--- config.mk ---
export PLATFORM = sky130hd
export DESIGN_NAME = cycle_ready_gen
export DESIGN_NICKNAME = d
export VERILOG_FILES = /design/src/rtl/cycle_ready_pkg.sv /design/src/rtl/cycle_ready_sync.sv /design/src/rtl/cycle_ready_rst.sv /design/src/rtl/cycle_ready_fsm.sv /design/src/rtl/cycle_ready_gen.sv
export SDC_FILE = /design/constraint.sdc
export NUM_CORES = 1
export LEC_CHECK = 0
export ABC_AREA = 1
export BUFFER_PORTS_ARGS = -buffer_cell sky130_fd_sc_hd__buf_2
export CAP_MARGIN = 20
export CORE_AREA = 2 2 39 41
export CTS_CLUSTER_SIZE = 10
export DETAILED_ROUTE_END_ITERATION = 10
export DIE_AREA = 0 0 41 43
export MAX_ROUTING_LAYER = met4
export PLACE_DENSITY = 0.81
export RECOVER_POWER = 25
export SETUP_SLACK_MARGIN = 0.2
export SYNTH_ARGS = -nofsm -noshare
export SYNTH_HDL_FRONTEND = slang
export SYNTH_SLANG_ARGS = --single-unit
--- constraint.sdc ---
create_clock -name clk -period 1.5 [get_ports clk]
set_clock_uncertainty 0.1 [all_clocks]
set_input_delay 0.15 -clock clk [delete_from_list [all_inputs] [get_ports clk]]
set_output_delay 0.15 -clock clk [all_outputs]
set_load 0.005 [all_outputs]
--- src/rtl/cycle_ready_pkg.sv ---
package cycle_ready_pkg;

  // Bus-cycle tracking states
  typedef enum logic [1:0] {
    CYC_IDLE  = 2'd0,  // no bus cycle in progress
    CYC_WAIT  = 2'd1,  // cycle started, ready not yet qualified
    CYC_DRIVE = 2'd2   // ready line being pulled low
  } cyc_state_t;

  // Status code meaning "no bus cycle"
  localparam logic [1:0] STAT_IDLE = 2'b11;

endpackage

--- src/rtl/cycle_ready_sync.sv ---
// Multi-stage register chain with asynchronous reset to a chosen value.
module cycle_ready_sync #(
  parameter int          WIDTH   = 2,
  parameter int          DEPTH   = 2,
  parameter logic [WIDTH-1:0] RST_VAL = '1
) (
  input  logic             clk,
  input  logic             rst_n,
  input  logic [WIDTH-1:0] d,
  output logic [WIDTH-1:0] q
);

  logic [WIDTH-1:0] stg [DEPTH];

  always_ff @(posedge clk or negedge rst_n) begin
    if (!rst_n) begin
      stg[0] <= RST_VAL;
    end else begin
      stg[0] <= d;
    end
  end

  for (genvar gi = 1; gi < DEPTH; gi++) begin : g_stage
    always_ff @(posedge clk or negedge rst_n) begin
      if (!rst_n) begin
        stg[gi] <= RST_VAL;
      end else begin
        stg[gi] <= stg[gi-1];
      end
    end
  end

  assign q = stg[DEPTH-1];

endmodule

--- src/rtl/cycle_ready_rst.sv ---
// Reset conditioner: asserts immediately, releases after STAGES clock edges.
module cycle_ready_rst #(
  parameter int STAGES = 2
) (
  input  logic clk,
  input  logic res_n,
  output logic rst_out_n
);

  logic [STAGES-1:0] chain_q;
  logic [STAGES-1:0] chain_d;

  always_comb begin
    chain_d = {chain_q[STAGES-2:0], 1'b1};
  end

  always_ff @(posedge clk or negedge res_n) begin
    if (!res_n) begin
      chain_q <= '0;
    end else begin
      chain_q <= chain_d;
    end
  end

  assign rst_out_n = chain_q[STAGES-1];

endmodule

--- src/rtl/cycle_ready_fsm.sv ---
// Tracks bus-cycle framing and times the ready pulse.
module cycle_ready_fsm
  import cycle_ready_pkg::*;
#(
  parameter int READY_LEN = 2,
  localparam int CW = $clog2(READY_LEN + 1)
) (
  input  logic       clk,
  input  logic       rst_n,
  input  logic [1:0] stat_cur,     // registered status
  input  logic       a_en_n,       // synchronized async enable
  input  logic       a_rdy_n,      // synchronized async request
  input  logic       s_en_n,       // registered sync enable
  input  logic       s_rdy_n,      // registered sync request
  output logic       drive
);

  cyc_state_t    state_q, state_d;
  logic [CW-1:0] cnt_q, cnt_d;
  logic          cnt_en;
  logic [1:0]    stat_prev_q;
  logic          cyc_start;
  logic          qual;

  assign cyc_start = (stat_cur != STAT_IDLE) && (stat_prev_q == STAT_IDLE);
  assign qual      = (!a_en_n && !a_rdy_n) || (!s_en_n && !s_rdy_n);

  // next-state logic
  always_comb begin
    state_d = state_q;
    cnt_d   = cnt_q;
    cnt_en  = 1'b0;
    case (state_q)
      CYC_IDLE: begin
        if (cyc_start) state_d = CYC_WAIT;
      end
      CYC_WAIT: begin
        if (qual) begin
          state_d = CYC_DRIVE;
          cnt_d   = CW'(READY_LEN - 1);
          cnt_en  = 1'b1;
        end
      end
      CYC_DRIVE: begin
        if (cnt_q == '0) begin
          state_d = cyc_start ? CYC_WAIT : CYC_IDLE;
        end else begin
          cnt_d  = cnt_q - 1'b1;
          cnt_en = 1'b1;
        end
      end
      default: state_d = CYC_IDLE;
    endcase
  end

  // registers
  always_ff @(posedge clk or negedge rst_n) begin
    if (!rst_n) begin
      state_q     <= CYC_IDLE;
      stat_prev_q <= STAT_IDLE;
    end else begin
      state_q     <= state_d;
      stat_prev_q <= stat_cur;
    end
  end

  always_ff @(posedge clk or negedge rst_n) begin
    if (!rst_n) begin
      cnt_q <= '0;
    end else if (cnt_en) begin
      cnt_q <= cnt_d;
    end
  end

  assign drive = (state_q == CYC_DRIVE);

endmodule

--- src/rtl/cycle_ready_gen.sv ---
module cycle_ready_gen
  import cycle_ready_pkg::*;
#(
  parameter int ASYNC_STAGES = 2,
  parameter int SYNC_STAGES  = 1,
  parameter int RST_STAGES   = 2,
  parameter int READY_LEN    = 2
) (
  input  logic       clk,
  input  logic       rst_in_n,
  input  logic [1:0] stat_n,
  input  logic       async_rdy_n,
  input  logic       async_rdy_en_n,
  input  logic       sync_rdy_n,
  input  logic       sync_rdy_en_n,
  output logic       ready_pull,
  output logic       sys_reset
);

  logic       rst_int_n;
  logic [1:0] stat_q;
  logic [1:0] async_q;   // {enable, request}
  logic [1:0] sync_q;    // {enable, request}
  logic       drive;

  cycle_ready_rst #(.STAGES(RST_STAGES)) u_rst (
    .clk       (clk),
    .res_n     (rst_in_n),
    .rst_out_n (rst_int_n)
  );

  cycle_ready_sync #(.WIDTH(2), .DEPTH(SYNC_STAGES), .RST_VAL(STAT_IDLE)) u_stat (
    .clk   (clk),
    .rst_n (rst_int_n),
    .d     (stat_n),
    .q     (stat_q)
  );

  cycle_ready_sync #(.WIDTH(2), .DEPTH(ASYNC_STAGES), .RST_VAL(2'b11)) u_async (
    .clk   (clk),
    .rst_n (rst_int_n),
    .d     ({async_rdy_en_n, async_rdy_n}),
    .q     (async_q)
  );

  cycle_ready_sync #(.WIDTH(2), .DEPTH(SYNC_STAGES), .RST_VAL(2'b11)) u_sync (
    .clk   (clk),
    .rst_n (rst_int_n),
    .d     ({sync_rdy_en_n, sync_rdy_n}),
    .q     (sync_q)
  );

  cycle_ready_fsm #(.READY_LEN(READY_LEN)) u_fsm (
    .clk      (clk),
    .rst_n    (rst_int_n),
    .stat_cur (stat_q),
    .a_en_n   (async_q[1]),
    .a_rdy_n  (async_q[0]),
    .s_en_n   (sync_q[1]),
    .s_rdy_n  (sync_q[0]),
    .drive    (drive)
  );

  assign sys_reset  = !rst_int_n;
  assign ready_pull = sys_reset || drive;

endmodule

==> impl_results.rst, run 1 <==
.. list-table::
   :header-rows: 1

   * - Metric
     - Value
   * - Largest driver fanout on the critical path
     - 4
   * - FF-to-FF setup slack
     - 20 ps
   * - Count of pins over their slew limit
     - 0
   * - Top-area cell type share of the netlist area
     - 39.1%
   * - Global-route usage over all layers
     - 22.1%
   * - Data arrival, critical path
     - 1550 ps
   * - TritonCTS buffer count
     - 3
   * - Clock tree from TritonCTS
     - yes
   * - Most frequently used cell type in the post-synthesis netlist
     - sky130_fd_sc_hd__nand2_1
   * - Post-synth EDFFs
     - 0
   * - Cell leakage power
     - 0.488 nW
   * - Syn Std Cell Area
     - 672 sq um
   * - Antenna violation net count after detailed routing
     - 0
   * - Syn_area_per_cell
     - 10.2 sq um
   * - Detailed placement HPWL
     - 772 microns
   * - Antenna violations before repair
     - 0
   * - WHS
     - 91.1 ps
   * - Origin of the worst setup path
     - u_fsm.state_q[0]$_DFFE_PN0P_
   * - Critical path start-end classification
     - reg -> reg
   * - Routability-driven placement congestion ratio
     - 0.690
   * - Port bufs
     - 9
   * - Floorplan die width
     - 41 microns
   * - Height of the die
     - 43 microns
   * - Largest net degree at the start of global routing
     - 15
   * - Worst-Margin Slew
     - 710 ps
   * - Routed via count divided by cell count
     - 4.70
   * - Synth-to-layout area growth
     - 44.9%
   * - Placed Cells incl. Taps
     - 92
   * - Setup Viol. Count Final
     - 0
   * - Total number of H-tree levels
     - 1
   * - Total length of routed wires
     - 1510 microns
   * - Largest cells by area after synthesis
     - sky130_fd_sc_hd__dfstp_2, sky130_fd_sc_hd__dfrtp_1, sky130_fd_sc_hd__ha_1, sky130_fd_sc_hd__nand2_1, sky130_fd_sc_hd__inv_1
   * - Proportion of layout cells with a drive suffix above 1
     - 49.5%
   * - Cell count after synthesis
     - 66
   * - Share of async-settable or async-resettable flops after synthesis
     - 100%
   * - Most used DFF post-synth
     - sky130_fd_sc_hd__dfstp_2
   * - Count of max-cap constraint violations
     - 0
   * - Total inserted antenna cells
     - 0
   * - Final Instance Count excl. Fillers
     - 109
   * - Max_slew headroom
     - 52.7%
   * - Core Area
     - 1380 sq um
   * - Wire length of the first global-routing pass
     - 2430 microns
   * - Starting utilization of the core area
     - 48.6%
   * - Final worst path period share
     - 98.5%
   * - Initial DRC count
     - 6
   * - Floorplan die area
     - 1760 sq um
   * - Crit path required time
     - 1570 ps
   * - Number of synthesized register bits
     - 16
   * - Count of vias placed by the detailed router
     - 512
   * - CP dominant cell by count
     - sky130_fd_sc_hd__o21ai_2
   * - Warnings, synthesis
     - 0
   * - Final total negative setup slack
     - 0 ps
   * - Type of the tightest min-delay check
     - in -> async
   * - Min Clock Period, post-route
     - 1480 ps
   * - Drt drc
     - 0
   * - Insertion delay to the later sink of the worst-skew pair
     - 270 ps
   * - Number of nets in the layout
     - 107
   * - Areal power density over the cells
     - 1610 nW/um^2
   * - Synth Net Count
     - 79
   * - Run status
     - finished clean
   * - Startpoint of the worst-slack reg-to-reg timing path
     - u_fsm.state_q[0]$_DFFE_PN0P_
   * - Post-synthesis cell type count
     - 15
   * - Kind of end point of the critical path
     - flip-flop
   * - Setup repair after global routing missed its margin
     - true
   * - Final hold violations
     - 0
   * - Series of cell instances along the critical path
     - buf_4 > buf_6 > ha_4 > inv_2 > o21ai_2 > nand3_4 > nand2_2 > o21ai_2
   * - Via count of the first global-routing pass
     - 558
   * - Slowest cell on the critical path
     - sky130_fd_sc_hd__dfrtp_1
   * - Layout Cell Area excl Fill
     - 973 sq um
   * - Drt first pass iters
     - 6
   * - Cell count of the worst reg-to-reg path
     - 8
   * - Buffer cell driving the clock tree root
     - sky130_fd_sc_hd__clkbuf_4
   * - Slowest stage delay, CP
     - 390 ps
   * - Fmax
     - 677 MHz
   * - Io pins
     - 10
   * - Sequential share of the synthesized area
     - 61.5%
   * - Largest area contributor in the synthesized netlist
     - sky130_fd_sc_hd__dfstp_2
   * - Worst-case vdd ir drop
     - 1.04 mV
   * - Average wire per standard cell
     - 13.9 microns
   * - Synth top cells by count
     - sky130_fd_sc_hd__nand2_1, sky130_fd_sc_hd__inv_1, sky130_fd_sc_hd__dfstp_2, sky130_fd_sc_hd__dfrtp_1, sky130_fd_sc_hd__ha_1
   * - Cell area reported after detailed placement
     - 747 sq um
   * - Clock-pin slew reported for the worst setup and hold paths after clock tree synthesis
     - 90 ps
   * - Total global routing overflow
     - 0
   * - Reg2Reg Capture Point
     - u_fsm.cnt_q[0]$_DFFE_PN0P_
   * - Max clock buf depth
     - 2
   * - Startpoint type of the worst setup path
     - flip-flop
   * - Row count
     - 14
   * - Num Clock Sinks
     - 16
   * - Worst setup endpoint
     - u_fsm.cnt_q[0]$_DFFE_PN0P_
==> final cells by class <==
type / instances / area [sq um]
tap: 16 / 20.0
sequential: 16 / 413
inverter: 16 / 62.6
multi-input combinational: 34 / 282
timing repair buffer: 23 / 170
fill: 100 / 410
clock buffer: 4 / 26.3
==> worst min-delay path by stage <==
stage | cells past startpoint | slack (ps) | to
floorplan | 0 | -250 | u_rst.chain_q[0]$_DFF_PN0_
global placement | 1 | -160 | u_rst.chain_q[0]$_DFF_PN0_
detailed placement | 1 | -160 | u_rst.chain_q[0]$_DFF_PN0_
CTS | 2 | 60 | u_rst.chain_q[0]$_DFF_PN0_
global route | 2 | 110 | u_rst.chain_q[1]$_DFF_PN0_
finish | 2 | 90 | u_rst.chain_q[1]$_DFF_PN0_
==> worst max-delay path: cells and delay by family, from the launching register on <==
kind,cells,cell delay [ps]
buffers and inverters,3,270
adders and majority gates,1,160
DFF,1,390
and+or+nand+nor,2,230
AOI/OAI and AO/OA,2,240
==> flip-flops by register name, indices dropped and copies added, names as in the netlist <==
signal	count
u_fsm.cnt_q	2
u_sync.q	2
u_fsm.stat_prev_q	2
u_stat.q	2
u_async.q	2
u_rst.chain_q	2
u_async.stg	2
u_fsm.state_q	2
==> repair_timing <==
| item | 4_1_cts | 5_1_grt |
|---|---|---|
| buffers inserted | 4 | 2 |
| hold buffers | 7 | 0 |
| endpoints found under the setup margin | 3 | 5 |
| resized for setup | 7 | 16 |
| pin swaps | 4 | 8 |
| endpoints found under the hold margin | 8 | 0 |
==> through the flow <==
| stage | power (mW) | utilization, % | setup slack, ps |
|---|---|---|---|
| 2_1_floorplan | 0.854 | - | 222 |
| 3_3_place_gp | 0.925 | 54.0 | 127 |
| 3_5_place_dp | 0.954 | 54.0 | 100 |
| 4_1_cts | 1.31 | 65.2 | 71.2 |
| 5_1_grt | 1.66 | 70.3 | 6.93 |
| 6_report | 1.57 | 70.3 | 22.1 |
==> report_power, final <==
part / internal (mW) / switching, mW
logic: 0.359 / 0.433
clock network: 0.103 / 0.120
registers: 0.503 / 0.0474
total: 0.965 / 0.601
==> layer usage <==
layer	vias up	track usage (%)	share of wire (%)
met3	6	5.24	1.8
met4	0	12.0	2.8
met2	12	35.6	57
met1	247	23.6	38
met5	-	-	0
li1	247	-	-
==> kinds of logic after synthesis <==
kind of cell	count (synthesis)	synth area share, %
and+or+nand+nor	24	16.8
adders and majority gates	5	9.31
other	1	0.558
AOI/OAI and AO/OA	4	2.98
buffers and inverters	16	8.94
DFF	16	61.5
==> layout by cell type, fill, tap and decap left out, drive strengths merged <==
cell type    instances
nor2                 1
inv                 16
nand2               17
clkbuf               6
o21ai                3
dlygate4sd3          7
nand4                1
ha                   5
a21oi                1
nand3                4
or2                  1
conb                 1
dfstp               10
dfrtp                6
buf                 14
Power figures use the tool's default switching activity.
==> inputs of run 2 (changes only) <==
GPL_TIMING_DRIVEN = 0   (was default)
PLACE_DENSITY = 0.72   (was 0.81)
==> impl_results.rst, run 2 (same netlist as run 1, synthesis figures left out) <==
.. list-table::
   :header-rows: 1

   * - Metric
     - Value
   * - Proportion of layout cells with a drive suffix above 1
     - 42.2%
   * - Initial DRC count
     - 10
   * - Max_slew headroom
     - 54.0%
   * - Setup Viol. Count Final
     - 0
   * - Area taken by multi-input logic gates
     - 239 sq um
   * - Largest net degree at the start of global routing
     - 15
   * - Drt first pass iters
     - 4
   * - Final worst path period share
     - 96.3%
   * - Antenna violations before repair
     - 0
   * - Cell leakage power
     - 0.466 nW
   * - Total inserted antenna cells
     - 0
   * - Type of the tightest min-delay check
     - in -> async
   * - # fillers
     - 105
   * - Sequential cell area
     - 414 sq um
   * - Io pins
     - 10
   * - Slowest cell on the critical path
     - sky130_fd_sc_hd__dfrtp_1
   * - Data arrival, critical path
     - 1190 ps
   * - Total global routing overflow
     - 0
   * - Areal power density over the cells
     - 1490 nW/um^2
   * - Drt drc
     - 0
   * - Startpoint of the worst-slack reg-to-reg timing path
     - u_fsm.state_q[1]$_DFFE_PN0P_
   * - Count of pins over their slew limit
     - 0
   * - Number of nets in the layout
     - 104
   * - Antenna violation net count after detailed routing
     - 0
   * - Buffer cell driving the clock tree root
     - sky130_fd_sc_hd__clkbuf_4
   * - Detailed placement HPWL
     - 678 microns
   * - Wire length of the first global-routing pass
     - 1930 microns
   * - Clock tree from TritonCTS
     - yes
   * - Leading cell type in the layout, fill and taps excluded
     - sky130_fd_sc_hd__nand2_1
   * - WHS
     - 81.0 ps
   * - Floorplan die area
     - 1760 sq um
   * - Num Clock Sinks
     - 16
   * - Count of max-cap constraint violations
     - 0
   * - Final hold violations
     - 0
   * - TritonCTS buffer count
     - 3
   * - Kind of end point of the critical path
     - output port
   * - Floorplan die width
     - 41 microns
   * - Starting utilization of the core area
     - 48.6%
   * - Core Area
     - 1380 sq um
   * - Fmax
     - 692 MHz
   * - Global-route usage over all layers
     - 16.3%
   * - Setup repair after global routing missed its margin
     - true
   * - Worst-case vdd ir drop
     - 0.852 mV
   * - Synth-to-layout area growth
     - 35.4%
   * - Min Clock Period, post-route
     - 1440 ps
   * - Layout Cell Area excl Fill
     - 910 sq um
   * - Total length of routed wires
     - 1120 microns
   * - Slowest stage delay, CP
     - 430 ps
   * - Height of the die
     - 43 microns
   * - Via count of the first global-routing pass
     - 480
   * - Largest driver fanout on the critical path
     - 2
   * - Worst-Margin Slew
     - 689 ps
   * - Startpoint type of the worst setup path
     - flip-flop
   * - Run status
     - finished clean
   * - Average wire per standard cell
     - 10.6 microns
   * - Origin of the worst setup path
     - u_fsm.state_q[1]$_DFFE_PN0P_
   * - Max clock buf depth
     - 2
   * - Routed via count divided by cell count
     - 4.42
   * - Crit path required time
     - 1250 ps
   * - Series of cell instances along the critical path
     - ha_4 > or2_1 > buf_2
   * - Commonest cells after routing, fill and taps aside
     - sky130_fd_sc_hd__nand2_1, sky130_fd_sc_hd__inv_1, sky130_fd_sc_hd__dfstp_2
   * - Routability-driven placement congestion ratio
     - 0.650
   * - Port bufs
     - 9
   * - Insertion delay to the later sink of the worst-skew pair
     - 270 ps
   * - Row count
     - 14
   * - Critical path start-end classification
     - reg -> out
   * - Final total negative setup slack
     - 0 ps
   * - Total number of H-tree levels
     - 1
   * - Cell area reported after detailed placement
     - 739 sq um
   * - Clock-pin slew reported for the worst setup and hold paths after clock tree synthesis
     - 80 ps
   * - Count of vias placed by the detailed router
     - 468
run 2: per-stage QoR:
step           std cells  utilization, %  setup WS, ps  power (mW)
2_1_floorplan         66               -           222       0.854
3_3_place_gp          91            53.4           120       0.922
3_5_place_dp          91            53.4           108       0.941
4_1_cts              106            64.6          27.5        1.31
5_1_grt              106            65.7          2.28        1.46
6_report             106            65.7          55.2        1.35
run 2: path summary, 6_finish.rpt:
| path | cells after the start | to | slack (ps) |
|---|---|---|---|
| setup reg to reg | 8 | u_fsm.cnt_q[0]$_DFFE_PN0P_ | 100 |
| max in group asynchronous | 1 | u_fsm.state_q[0]$_DFFE_PN0P_ | 560 |
| hold reg to reg | 0 | u_rst.chain_q[1]$_DFF_PN0_ | 260 |
| min in group clk | 0 | u_rst.chain_q[1]$_DFF_PN0_ | 260 |
| setup / recovery | 3 | ready_pull | 60 |
| hold / removal | 2 | u_rst.chain_q[0]$_DFF_PN0_ | 80 |
run 2: where the power goes:
part	switching (mW)	total, mW	internal [mW]
clock network	0.119	0.267	0.147
logic	0.304	0.542	0.238
registers	0.0396	0.543	0.503
total	0.463	1.35	0.888
run 2: cell type report:
cell class              count  share of cell area (%)
clock buffers               4                    3.99
multi-input cells          34                    26.3
well taps                  16                    2.20
flip-flops and latches     16                    45.5
repair buffers             20                    15.4
inverters                  16                    6.60
run 2: what timing repair did:
item,4_1_cts,5_1_grt
endpoints found under the setup margin,4,5
endpoints found under the hold margin,8,0
pin swaps,4,3
buffers inserted,4,0
gates resized for setup,5,5
gates cloned,0,0
hold buffers,7,0
run 2: per-layer routing:
metal  GRT usage, %  wire [microns]
met1           21.7             460
met3           1.57              29
met5              -               0
met4           6.00              14
met2           25.3             616
run 2: critical path: cells and delay by family (launching register included):
family / cells / cell delay, ps
AND/OR/NAND/NOR: 1 / 190
adder cells (fa/ha/maj): 1 / 180
buffers and inverters: 1 / 120
flip-flops: 1 / 430
